**src/rtl/mon_pkg.sv**
```systemverilog
package mon_pkg;
    typedef enum logic [1:0] {
        MS_RUN   = 2'd0,
        MS_CLEAR = 2'd1,
        MS_HALT  = 2'd2
    } mon_state_e;

    typedef enum logic {
        VK_VERTEX = 1'b0,
        VK_EDGE   = 1'b1
    } viol_kind_e;
endpackage

```
**src/rtl/mon_cycle_ctr.sv**
```systemverilog
module mon_cycle_ctr #(
    parameter int CNT_W = 32
) (
    input  logic             clk,
    input  logic             rst_n,
    output logic [CNT_W-1:0] count
);
    always_ff @(posedge clk or negedge rst_n) begin
        if (!rst_n) begin
            count <= '0;
        end else begin
            count <= count + 1'b1;
        end
    end
endmodule

```
**src/rtl/mon_graph_store.sv**
```systemverilog
module mon_graph_store #(
    parameter int SIG_W = 4
) (
    input  logic             clk,
    input  logic             rst_n,
    input  logic             clr_en,
    input  logic [SIG_W-1:0] clr_row,
    input  logic             learn_v,
    input  logic             learn_e,
    input  logic [SIG_W-1:0] cur,
    input  logic [SIG_W-1:0] prev,
    output logic             v_known,
    output logic             e_known
);
    localparam int NUM_ST = 1 << SIG_W;

    logic              vtab [NUM_ST];
    logic [NUM_ST-1:0] etab [NUM_ST];

    for (genvar r = 0; r < NUM_ST; r++) begin : g_row
        localparam logic [SIG_W-1:0] ROW = SIG_W'(r);
        always_ff @(posedge clk or negedge rst_n) begin
            if (!rst_n) begin
                vtab[r] <= 1'b0;
                etab[r] <= '0;
            end else if (clr_en && (clr_row == ROW)) begin
                vtab[r] <= 1'b0;
                etab[r] <= '0;
            end else begin
                if (learn_v && (cur == ROW)) begin
                    vtab[r] <= 1'b1;
                end
                if (learn_e && (prev == ROW)) begin
                    etab[r][cur] <= 1'b1;
                end
            end
        end
    end

    always_comb begin
        v_known = vtab[cur];
        e_known = etab[prev][cur];
    end
endmodule

```
**src/rtl/mon_ctrl.sv**
```systemverilog
module mon_ctrl
    import mon_pkg::*;
#(
    parameter int SIG_W = 4,
    parameter int CNT_W = 32
) (
    input  logic             clk,
    input  logic             rst_n,
    input  logic             learn_mode,
    input  logic             clr_req,
    input  logic [SIG_W-1:0] sig_in,
    input  logic [CNT_W-1:0] cyc,
    input  logic             v_known,
    input  logic             e_known,
    output logic             clr_en,
    output logic [SIG_W-1:0] clr_row,
    output logic             learn_v,
    output logic             learn_e,
    output logic [SIG_W-1:0] prev_q,
    output logic             busy,
    output logic             viol_flag,
    output logic             viol_is_edge,
    output logic [SIG_W-1:0] viol_prev,
    output logic [SIG_W-1:0] viol_curr,
    output logic [CNT_W-1:0] viol_cycle
);
    localparam logic [SIG_W-1:0] LAST_ROW = '1;

    mon_state_e       state_q, state_d;
    logic [SIG_W-1:0] idx_q;
    logic             have_prev_q;
    logic             sample_ok, has_edge, new_v, new_e, start_clr;
    viol_kind_e       kind;

    // state register
    always_ff @(posedge clk or negedge rst_n) begin
        if (!rst_n) begin
            state_q <= MS_RUN;
        end else begin
            state_q <= state_d;
        end
    end

    // next state
    always_comb begin
        state_d = state_q;
        unique case (state_q)
            MS_RUN: begin
                if (clr_req) begin
                    state_d = MS_CLEAR;
                end else if (new_v || new_e) begin
                    state_d = MS_HALT;
                end
            end
            MS_HALT: begin
                if (clr_req) begin
                    state_d = MS_CLEAR;
                end
            end
            MS_CLEAR: begin
                if (idx_q == LAST_ROW) begin
                    state_d = MS_RUN;
                end
            end
            default: state_d = MS_RUN;
        endcase
    end

    // outputs and strobes
    always_comb begin
        start_clr = clr_req && (state_q != MS_CLEAR);
        sample_ok = (state_q == MS_RUN) && !clr_req;
        has_edge  = have_prev_q && (prev_q != sig_in);
        new_v     = sample_ok && !learn_mode && !v_known;
        new_e     = sample_ok && !learn_mode && v_known && has_edge && !e_known;
        learn_v   = sample_ok && learn_mode;
        learn_e   = learn_v && has_edge;
        clr_en    = (state_q == MS_CLEAR);
        clr_row   = idx_q;
        busy      = (state_q == MS_CLEAR);
        kind      = new_v ? VK_VERTEX : VK_EDGE;
    end

    // clear row walker
    always_ff @(posedge clk or negedge rst_n) begin
        if (!rst_n) begin
            idx_q <= '0;
        end else if (state_q == MS_CLEAR) begin
            idx_q <= idx_q + 1'b1;
        end else begin
            idx_q <= '0;
        end
    end

    // predecessor tracking
    always_ff @(posedge clk or negedge rst_n) begin
        if (!rst_n) begin
            prev_q      <= '0;
            have_prev_q <= 1'b0;
        end else if (start_clr) begin
            prev_q      <= '0;
            have_prev_q <= 1'b0;
        end else if (sample_ok) begin
            prev_q      <= sig_in;
            have_prev_q <= 1'b1;
        end
    end

    // violation capture
    always_ff @(posedge clk or negedge rst_n) begin
        if (!rst_n) begin
            viol_flag    <= 1'b0;
            viol_is_edge <= 1'b0;
            viol_prev    <= '0;
            viol_curr    <= '0;
            viol_cycle   <= '0;
        end else if (start_clr) begin
            viol_flag    <= 1'b0;
            viol_is_edge <= 1'b0;
            viol_prev    <= '0;
            viol_curr    <= '0;
            viol_cycle   <= '0;
        end else if (new_v || new_e) begin
            viol_flag    <= 1'b1;
            viol_is_edge <= (kind == VK_EDGE);
            viol_prev    <= prev_q;
            viol_curr    <= sig_in;
            viol_cycle   <= cyc;
        end
    end
endmodule

```
**src/rtl/anomaly_monitor.sv**
```systemverilog
module anomaly_monitor #(
    parameter int SIG_W = 4,
    parameter int CNT_W = 32
) (
    input  logic             clk,
    input  logic             rst_n,
    input  logic             learn_mode,
    input  logic             clr_req,
    input  logic [SIG_W-1:0] sig_in,
    output logic             busy,
    output logic             viol_flag,
    output logic             viol_is_edge,
    output logic [SIG_W-1:0] viol_prev,
    output logic [SIG_W-1:0] viol_curr,
    output logic [CNT_W-1:0] viol_cycle
);
    logic [CNT_W-1:0] cyc_cnt;
    logic             clr_en, learn_v, learn_e, v_known, e_known;
    logic [SIG_W-1:0] clr_row, prev_q;

    mon_cycle_ctr #(.CNT_W(CNT_W)) u_ctr (
        .clk   (clk),
        .rst_n (rst_n),
        .count (cyc_cnt)
    );

    mon_graph_store #(.SIG_W(SIG_W)) u_store (
        .clk     (clk),
        .rst_n   (rst_n),
        .clr_en  (clr_en),
        .clr_row (clr_row),
        .learn_v (learn_v),
        .learn_e (learn_e),
        .cur     (sig_in),
        .prev    (prev_q),
        .v_known (v_known),
        .e_known (e_known)
    );

    mon_ctrl #(.SIG_W(SIG_W), .CNT_W(CNT_W)) u_ctrl (
        .clk          (clk),
        .rst_n        (rst_n),
        .learn_mode   (learn_mode),
        .clr_req      (clr_req),
        .sig_in       (sig_in),
        .cyc          (cyc_cnt),
        .v_known      (v_known),
        .e_known      (e_known),
        .clr_en       (clr_en),
        .clr_row      (clr_row),
        .learn_v      (learn_v),
        .learn_e      (learn_e),
        .prev_q       (prev_q),
        .busy         (busy),
        .viol_flag    (viol_flag),
        .viol_is_edge (viol_is_edge),
        .viol_prev    (viol_prev),
        .viol_curr    (viol_curr),
        .viol_cycle   (viol_cycle)
    );
endmodule

```
**config.mk**
```make
export PLATFORM = sky130hd
export DESIGN_NAME = anomaly_monitor
export DESIGN_NICKNAME = d
export VERILOG_FILES = /design/src/rtl/mon_pkg.sv /design/src/rtl/mon_cycle_ctr.sv /design/src/rtl/mon_graph_store.sv /design/src/rtl/mon_ctrl.sv /design/src/rtl/anomaly_monitor.sv
export SDC_FILE = /design/constraint.sdc
export NUM_CORES = 1
export LEC_CHECK = 0
export BUFFER_PORTS_ARGS = -buffer_cell sky130_fd_sc_hd__buf_4
export CORE_MARGIN = 10
export CORE_UTILIZATION = 62
export DETAILED_ROUTE_END_ITERATION = 12
export GPL_TIMING_DRIVEN = 0
export PLACE_DENSITY_LB_ADDON = 0.1
export SYNTH_ARGS = -nofsm -noshare
export SYNTH_HDL_FRONTEND = slang
export SYNTH_SLANG_ARGS = --single-unit
```
**constraint.sdc**
```tcl
create_clock -name clk -period 3.8 [get_ports clk]
set_input_delay 0.57 -clock clk [delete_from_list [all_inputs] [get_ports clk]]
set_output_delay 0.57 -clock clk [all_outputs]
set_load 0.05 [all_outputs]
```
Word-level counts from Yosys, hierarchy flattened
Cells that the tools add are included. W data, S select, Z words.

Register bits after elaboration: 357. Word-level logic and storage cells: 316. Input bits: 8.

Equal/unequal tests: 52. Bitwise gates (word level): 18. $lt $le $gt $ge: 4. Multiplexer cells: 95. Reduce and logical (&&, ||, !) cells: 103. Add/subtract/negate cells: 2.

Operators by type and width (count): $mux W16 (34); $or A16 B16 Y16 (16); $eq A4 B4 Y1 const B (24); $reduce_bool A2 Y1 (34); $bmux W16 S4 (1); $mux W32 (2); $logic_and A1 B1 Y1 (59); $eq A4 B3 Y1 const B (12); $mux W1 (43); $add A32 B1 Y32 const B (1); $mux W4 (7); $eq A4 B2 Y1 const B (6); $eq A4 B1 Y1 const B (3); $logic_not A4 Y1 (3); $ge A5 B5 Y1 const B (2); $not A4 Y5 (2); $bmux W1 S4 (2); $mux W2 (4); $pmux W2 S3 (1); $lt A4 B5 Y1 const B (1); $add A4 B1 Y4 const B (1); $demux W1 S4 (1); $ge A4 B1 Y1 const B (1); $logic_not A1 Y1 (4); 9 further kinds (10).

Depth between registers and ports, before layout
Depth after elaboration: 12. Mapped depth: 13. Depth with buffers taken out: 7.

Modules after synthesis
A second synthesis with hierarchy kept.

Cells, all modules: 1385. Area, all modules: 15406.0 um^2.

By module, submodules not included: mon_graph_store (area an instance 11818.8 um^2, times used 1, cells each 1101); mon_ctrl (area an instance 2108.3 um^2, times used 1, cells each 157); mon_cycle_ctr (area an instance 1478.9 um^2, times used 1, cells each 127).

Least setup slack after synthesis
Ideal clock, no wire load.

Kind: input to register. From: in sig_in[0]. To: reg u_ctrl.viol_cycle[0]. Arrival time: 2.955 ns. Path slack: 0.766 ns. Cell stages on the path: 8. Path through: buf_2 buf_1 mux4_2 mux4_2 or3_1 o31ai_4 buf_6 mux2i_1.

Longest elaborated chain between the ends: 9. Elaborated cells between the ends (all ways): 16. Those cells by class: eq/ne: 1; mux: 5; bitwise: 1; reduce/logical: 9.

RTL lines: start, declared (line anomaly_monitor.sv:9) `input logic [SIG_W-1:0] sig_in,`; $not A4 Y5 (implied by the code) (line mon_graph_store.sv:41) `v_known = vtab[cur];`; $bmux W1 S4 (line mon_graph_store.sv:41); $mux W1 (implied by the code) (2 in a row) (line mon_graph_store.sv:41); $logic_and A1 B1 Y1 (3 in a row) (line mon_ctrl.sv:75) `new_e = sample_ok && !learn_mode && v_known && has_edge && !e_known;`; $logic_or A1 B1 Y1 (*) (line mon_ctrl.sv:123) `end else if (new_v || new_e) begin`; $reduce_bool A2 Y1 (no line) (*); end signal, assigned (line mon_ctrl.sv:128) `viol_cycle <= cyc;`; end, declared (line mon_ctrl.sv:25) `output logic [CNT_W-1:0] viol_cycle`.

Every way passes the cells marked *; elsewhere a longest branch is shown, timed or not. The select of a mux whose other input is x is not followed. A chain may end at the register's enable or synchronous reset.

Worst setup path after layout
From: reg u_ctrl.prev_q[0]. To: reg u_ctrl.viol_cycle[31].

Longest elaborated chain between the ends: 10. Elaborated cells between the ends (all ways): 13. Those cells by class: eq/ne: 1; mux: 5; bitwise: 1; reduce/logical: 6.

RTL lines: start, declared (line mon_ctrl.sv:19) `output logic [SIG_W-1:0] prev_q,`; start signal, assigned (line mon_ctrl.sv:104) `prev_q <= sig_in;`; $not A4 Y5 (implied by the code) (line mon_graph_store.sv:42) `e_known = etab[prev][cur];`; $bmux W16 S4 (line mon_graph_store.sv:42); $mux W16 (implied by the code) (2 in a row) (line mon_graph_store.sv:42); $bmux W1 S4 (line mon_graph_store.sv:42); $mux W1 (implied by the code) (line mon_graph_store.sv:42); $logic_not A1 Y1 (line mon_ctrl.sv:75); $logic_and A1 B1 Y1 (*) (line mon_ctrl.sv:75); $logic_or A1 B1 Y1 (*) (line mon_ctrl.sv:123); $reduce_bool A2 Y1 (no line) (*).

Marked as above.

==> metrics.txt <==
status=finished, violations left; failing checks=max-capacitance violations, max-slew violations; Crit path required time=4230 ps; total wire length=45,180 um; reg2reg setup slack=150 ps; Unique masters post-synth=47; Post-DRT Antenna Nets=0; PD cells=595.8 nW/um^2; sequential-to-total area share from yosys stat=0.5678; Peak Freq=273.8 MHz; FP Rows=between 50 and 60; Setup-failing EPs final=0; number of vias per cell=6.321; slew margin rel.=-0.02621; Final min period=~3700 ps; syn_nets=1,497; skew final=approximately 18 ps; CTS tree=built; Hold Worst Slack=around 320 ps; Synth top area share=0.5678; chip width=179.3 um; Gate Count Post-Synth=1,484; cell accounting for the most synthesized area=dfrtp_1; Worst Hold Launch=clr_req; Final Max Slew Viols=11; First-pass DRT Iterations=5; Final nets=about 1,600; FF-to-FF End=u_ctrl.viol_cycle[31]; vias in the first global route=~12,000; post-synthesis instance area=15,730 sq um; initial core utilization=0.6266; routability cong.=between 0.9 and 1; count leader, synth=dfrtp_1; antenna violations before repair=2; share of cells above drive strength 1=0.1297; crit path cell chain=buf_4, buf_4, clkbuf_4, buf_2, mux4_2, a22oi_1, nand4_1, nand4_1, a21oi_1, o31ai_4, buf_4, buf_6, mux2i_1; initial drt markers=around 1,700; Port Buffer Count=between 40 and 50; Synth async-reset ratio=1.000; average wire per standard cell=~23 um; Die ar.=between 30,000 and 40,000 sq um; io pins=51; LEAKAGE=between 8 and 9 nW; Crit Reg-Reg Startpoint=u_ctrl.prev_q[0]; Total GRT Usage=0.2842; slowest CP cell=mux4_2; Final period util=0.9611; Max VDD drop=approximately 500 uV; clock root buffer=clkbuf_16; RSZ-0062 raised after global routing=false; worst r2r path cells=13; commonest cells in the netlist=357 x dfrtp_1, 305 x nor2_1, 258 x a21oi_1, 85 x nand2_1, 75 x mux2i_1; Critical Path Max Stage Delay=around 400 ps; fillers=approximately 1,800; maxcap violations=1; pin count of the biggest net entering global routing=between 100 and 150; CP most frequent cell=buf_4; Overflow after GRT=0; clk sinks=357; Synth Area per Inst=10.60 sq um; critical path capture point type=flip-flop; Top FF cell, synth=dfrtp_1; Via Count=12,280; Arr. time, crit path=between 4000 and 5000 ps; Buffers & Inverters on Critical Path=6; Area Growth Syn to Fin=14.51%; worst hold path stage count=3; DRC violations left=0; DIE HEIGHT=roughly 180 um; Hold WC Path Type=in -> reg; Startpoint Class=flip-flop; first-pass GRT wire length=~70,000 um; number of buffers created by CTS=38; CTS Buffer Depth=3; worst setup path category=reg -> reg; Worst path top cell family by delay=buffers and inverters; clk_lat worst skew=530 ps; Slew @ Worst Pin=approximately 1500 ps; Reg clk slew, reported paths=70 ps; Final Hold Viols=0; Synth warnings=0; Post-DP HPWL=slightly above 30,000 um; worst hold path endpoint=u_ctrl.state_q[1]; htree depth=2; top cells by area, synth=dfrtp_1 57%, a21oi_1 8.2%, mux4_2 7.4%; post-synthesis register bit count=357; setup total negative slack=0 ps; Post-synth EDFFs=0; largest fanout on the critical path=10; CORE AREA=~25,000 sq um
==> state kept, by name, indices dropped and copies added, names as in the netlist <==
| name | cells |
|---|---|
| u_ctrl.viol_prev | 4 |
| u_ctrl.have_prev_q | 1 |
| u_ctrl.viol_curr | 4 |
| u_store.etab | 256 |
| u_ctrl.viol_is_edge | 1 |
| u_ctrl.clr_row | 4 |
| u_ctrl.viol_flag | 1 |
| u_ctr.count | 32 |
| u_ctrl.state_q | 2 |
| u_ctrl.viol_cycle | 32 |
| u_ctrl.prev_q | 4 |
| u_store.vtab | 16 |
==> kinds of logic (layout without fill, tap and decap cells) <==
kind of cell	after synthesis	count (layout)	synth area share
and+or+nand+nor	513	513	0.1391
DFF	357	357	0.5678
AOI/OAI and AO/OA	301	301	0.1038
buffers and inverters	142	269	0.04000
muxes	130	130	0.1253
xor gates and xnor gates	36	36	0.02004
adders and majority gates	5	5	0.003976
other	0	2	0
==> how the worst max path moves through the flow <==
stage	start	to	slack, ps	cells past startpoint
global placement	rst_n	u_store.etab[93]	-1180	1
floorplan	sig_in[0]	u_ctrl.viol_cycle[0]	770	8
global route	u_ctrl.prev_q[0]	u_store.etab[117]	2	11
detailed placement	u_ctrl.prev_q[1]	u_ctrl.viol_cycle[31]	-20	12
finish	u_ctrl.prev_q[0]	u_ctrl.viol_cycle[31]	150	13
CTS	u_ctrl.prev_q[0]	u_ctrl.viol_cycle[31]	1	12
==> report_power, final <==
part / leakage [nW] / switching [mW] / total [mW] / internal, mW
Combinational: 2.84 / 1.95 / 2.70 / 0.754
Sequential: 4.94 / 0.118 / 4.13 / 4.01
Clock: 0.666 / 1.53 / 3.90 / 2.37
Total: 8.45 / 3.60 / 10.7 / 7.14
==> area by class of cell <==
class / count / area, sq um / area share
antenna: 2 / 5.005 / 0.0002778
timing repair buffer: 58 / 505.5 / 0.02806
clock buffer: 57 / 1194 / 0.06626
clock inverter: 12 / 141.4 / 0.007848
sequential: 357 / 8934 / 0.4959
buffer: 97 / 466.7 / 0.02591
inverter: 45 / 168.9 / 0.009376
tap: 330 / 412.9 / 0.02292
multi-input combinational: 985 / 6187 / 0.3434
==> tightest hold or removal path, stage by stage <==
cell    delay (ps)
buf_4          110
nor2_1          40
o21a_1          90
==> placed cells by master, fill, tap and decap left out, types with 4 or more instances in the layout <==
| master | synthesis | layout |
|---|---|---|
| nand2b_1 | 5 | 5 |
| nand3_1 | 33 | 33 |
| a311oi_1 | 4 | 4 |
| nor2b_1 | 24 | 24 |
| nor3_1 | 24 | 22 |
| clkbuf_16 | 0 | 39 |
| buf_4 | 4 | 57 |
| dfrtp_1 | 357 | 357 |
| xor2_1 | 6 | 6 |
| ha_1 | 5 | 5 |
| buf_1 | 5 | 4 |
| a21oi_1 | 258 | 258 |
| o21ai_0 | 4 | 4 |
| or3_1 | 4 | 4 |
| nand2_1 | 85 | 85 |
| mux2i_1 | 75 | 75 |
| buf_6 | 4 | 4 |
| and2_1 | 11 | 11 |
| a22oi_1 | 15 | 15 |
| clkinv_2 | 0 | 7 |
| nor2_1 | 305 | 305 |
| clkbuf_8 | 0 | 15 |
| clkbuf_1 | 71 | 72 |
| xnor2_1 | 30 | 30 |
| nand4_1 | 12 | 12 |
| inv_1 | 43 | 43 |
| mux4_2 | 52 | 52 |
| buf_2 | 10 | 9 |
==> layer usage <==
layer	part of all wire	GRT usage	vias up
met5	0	0	-
met4	0.049	0.1261	0
met3	0.10	0.05644	161
met2	0.46	0.4446	748
met1	0.39	0.3801	6060
li1	-	-	5312
==> through the flow <==
step,utilization,power (mW),cells,cell area (sq um),worst slack [ps]
floorplan,-,5.863,1484,15730,765.6
global placement,0.6574,6.769,1862,16510,-1178
detailed placement,0.6620,6.829,1867,16620,-17.06
CTS,0.7156,10.69,1937,17970,1.321
global route,0.7174,11.06,1942,18010,2.305
finish,0.7175,10.73,1943,18010,147.6
==> repair_timing <==
action,4_1_cts,5_1_grt
gates resized for setup,1,5
hold buffers,1,0
pin swaps,0,1
hold endpoints to repair,34,0
buffers inserted,0,3
setup endpoints to repair,16,42
No activity file was read; power rests on OpenSTA's default activity.
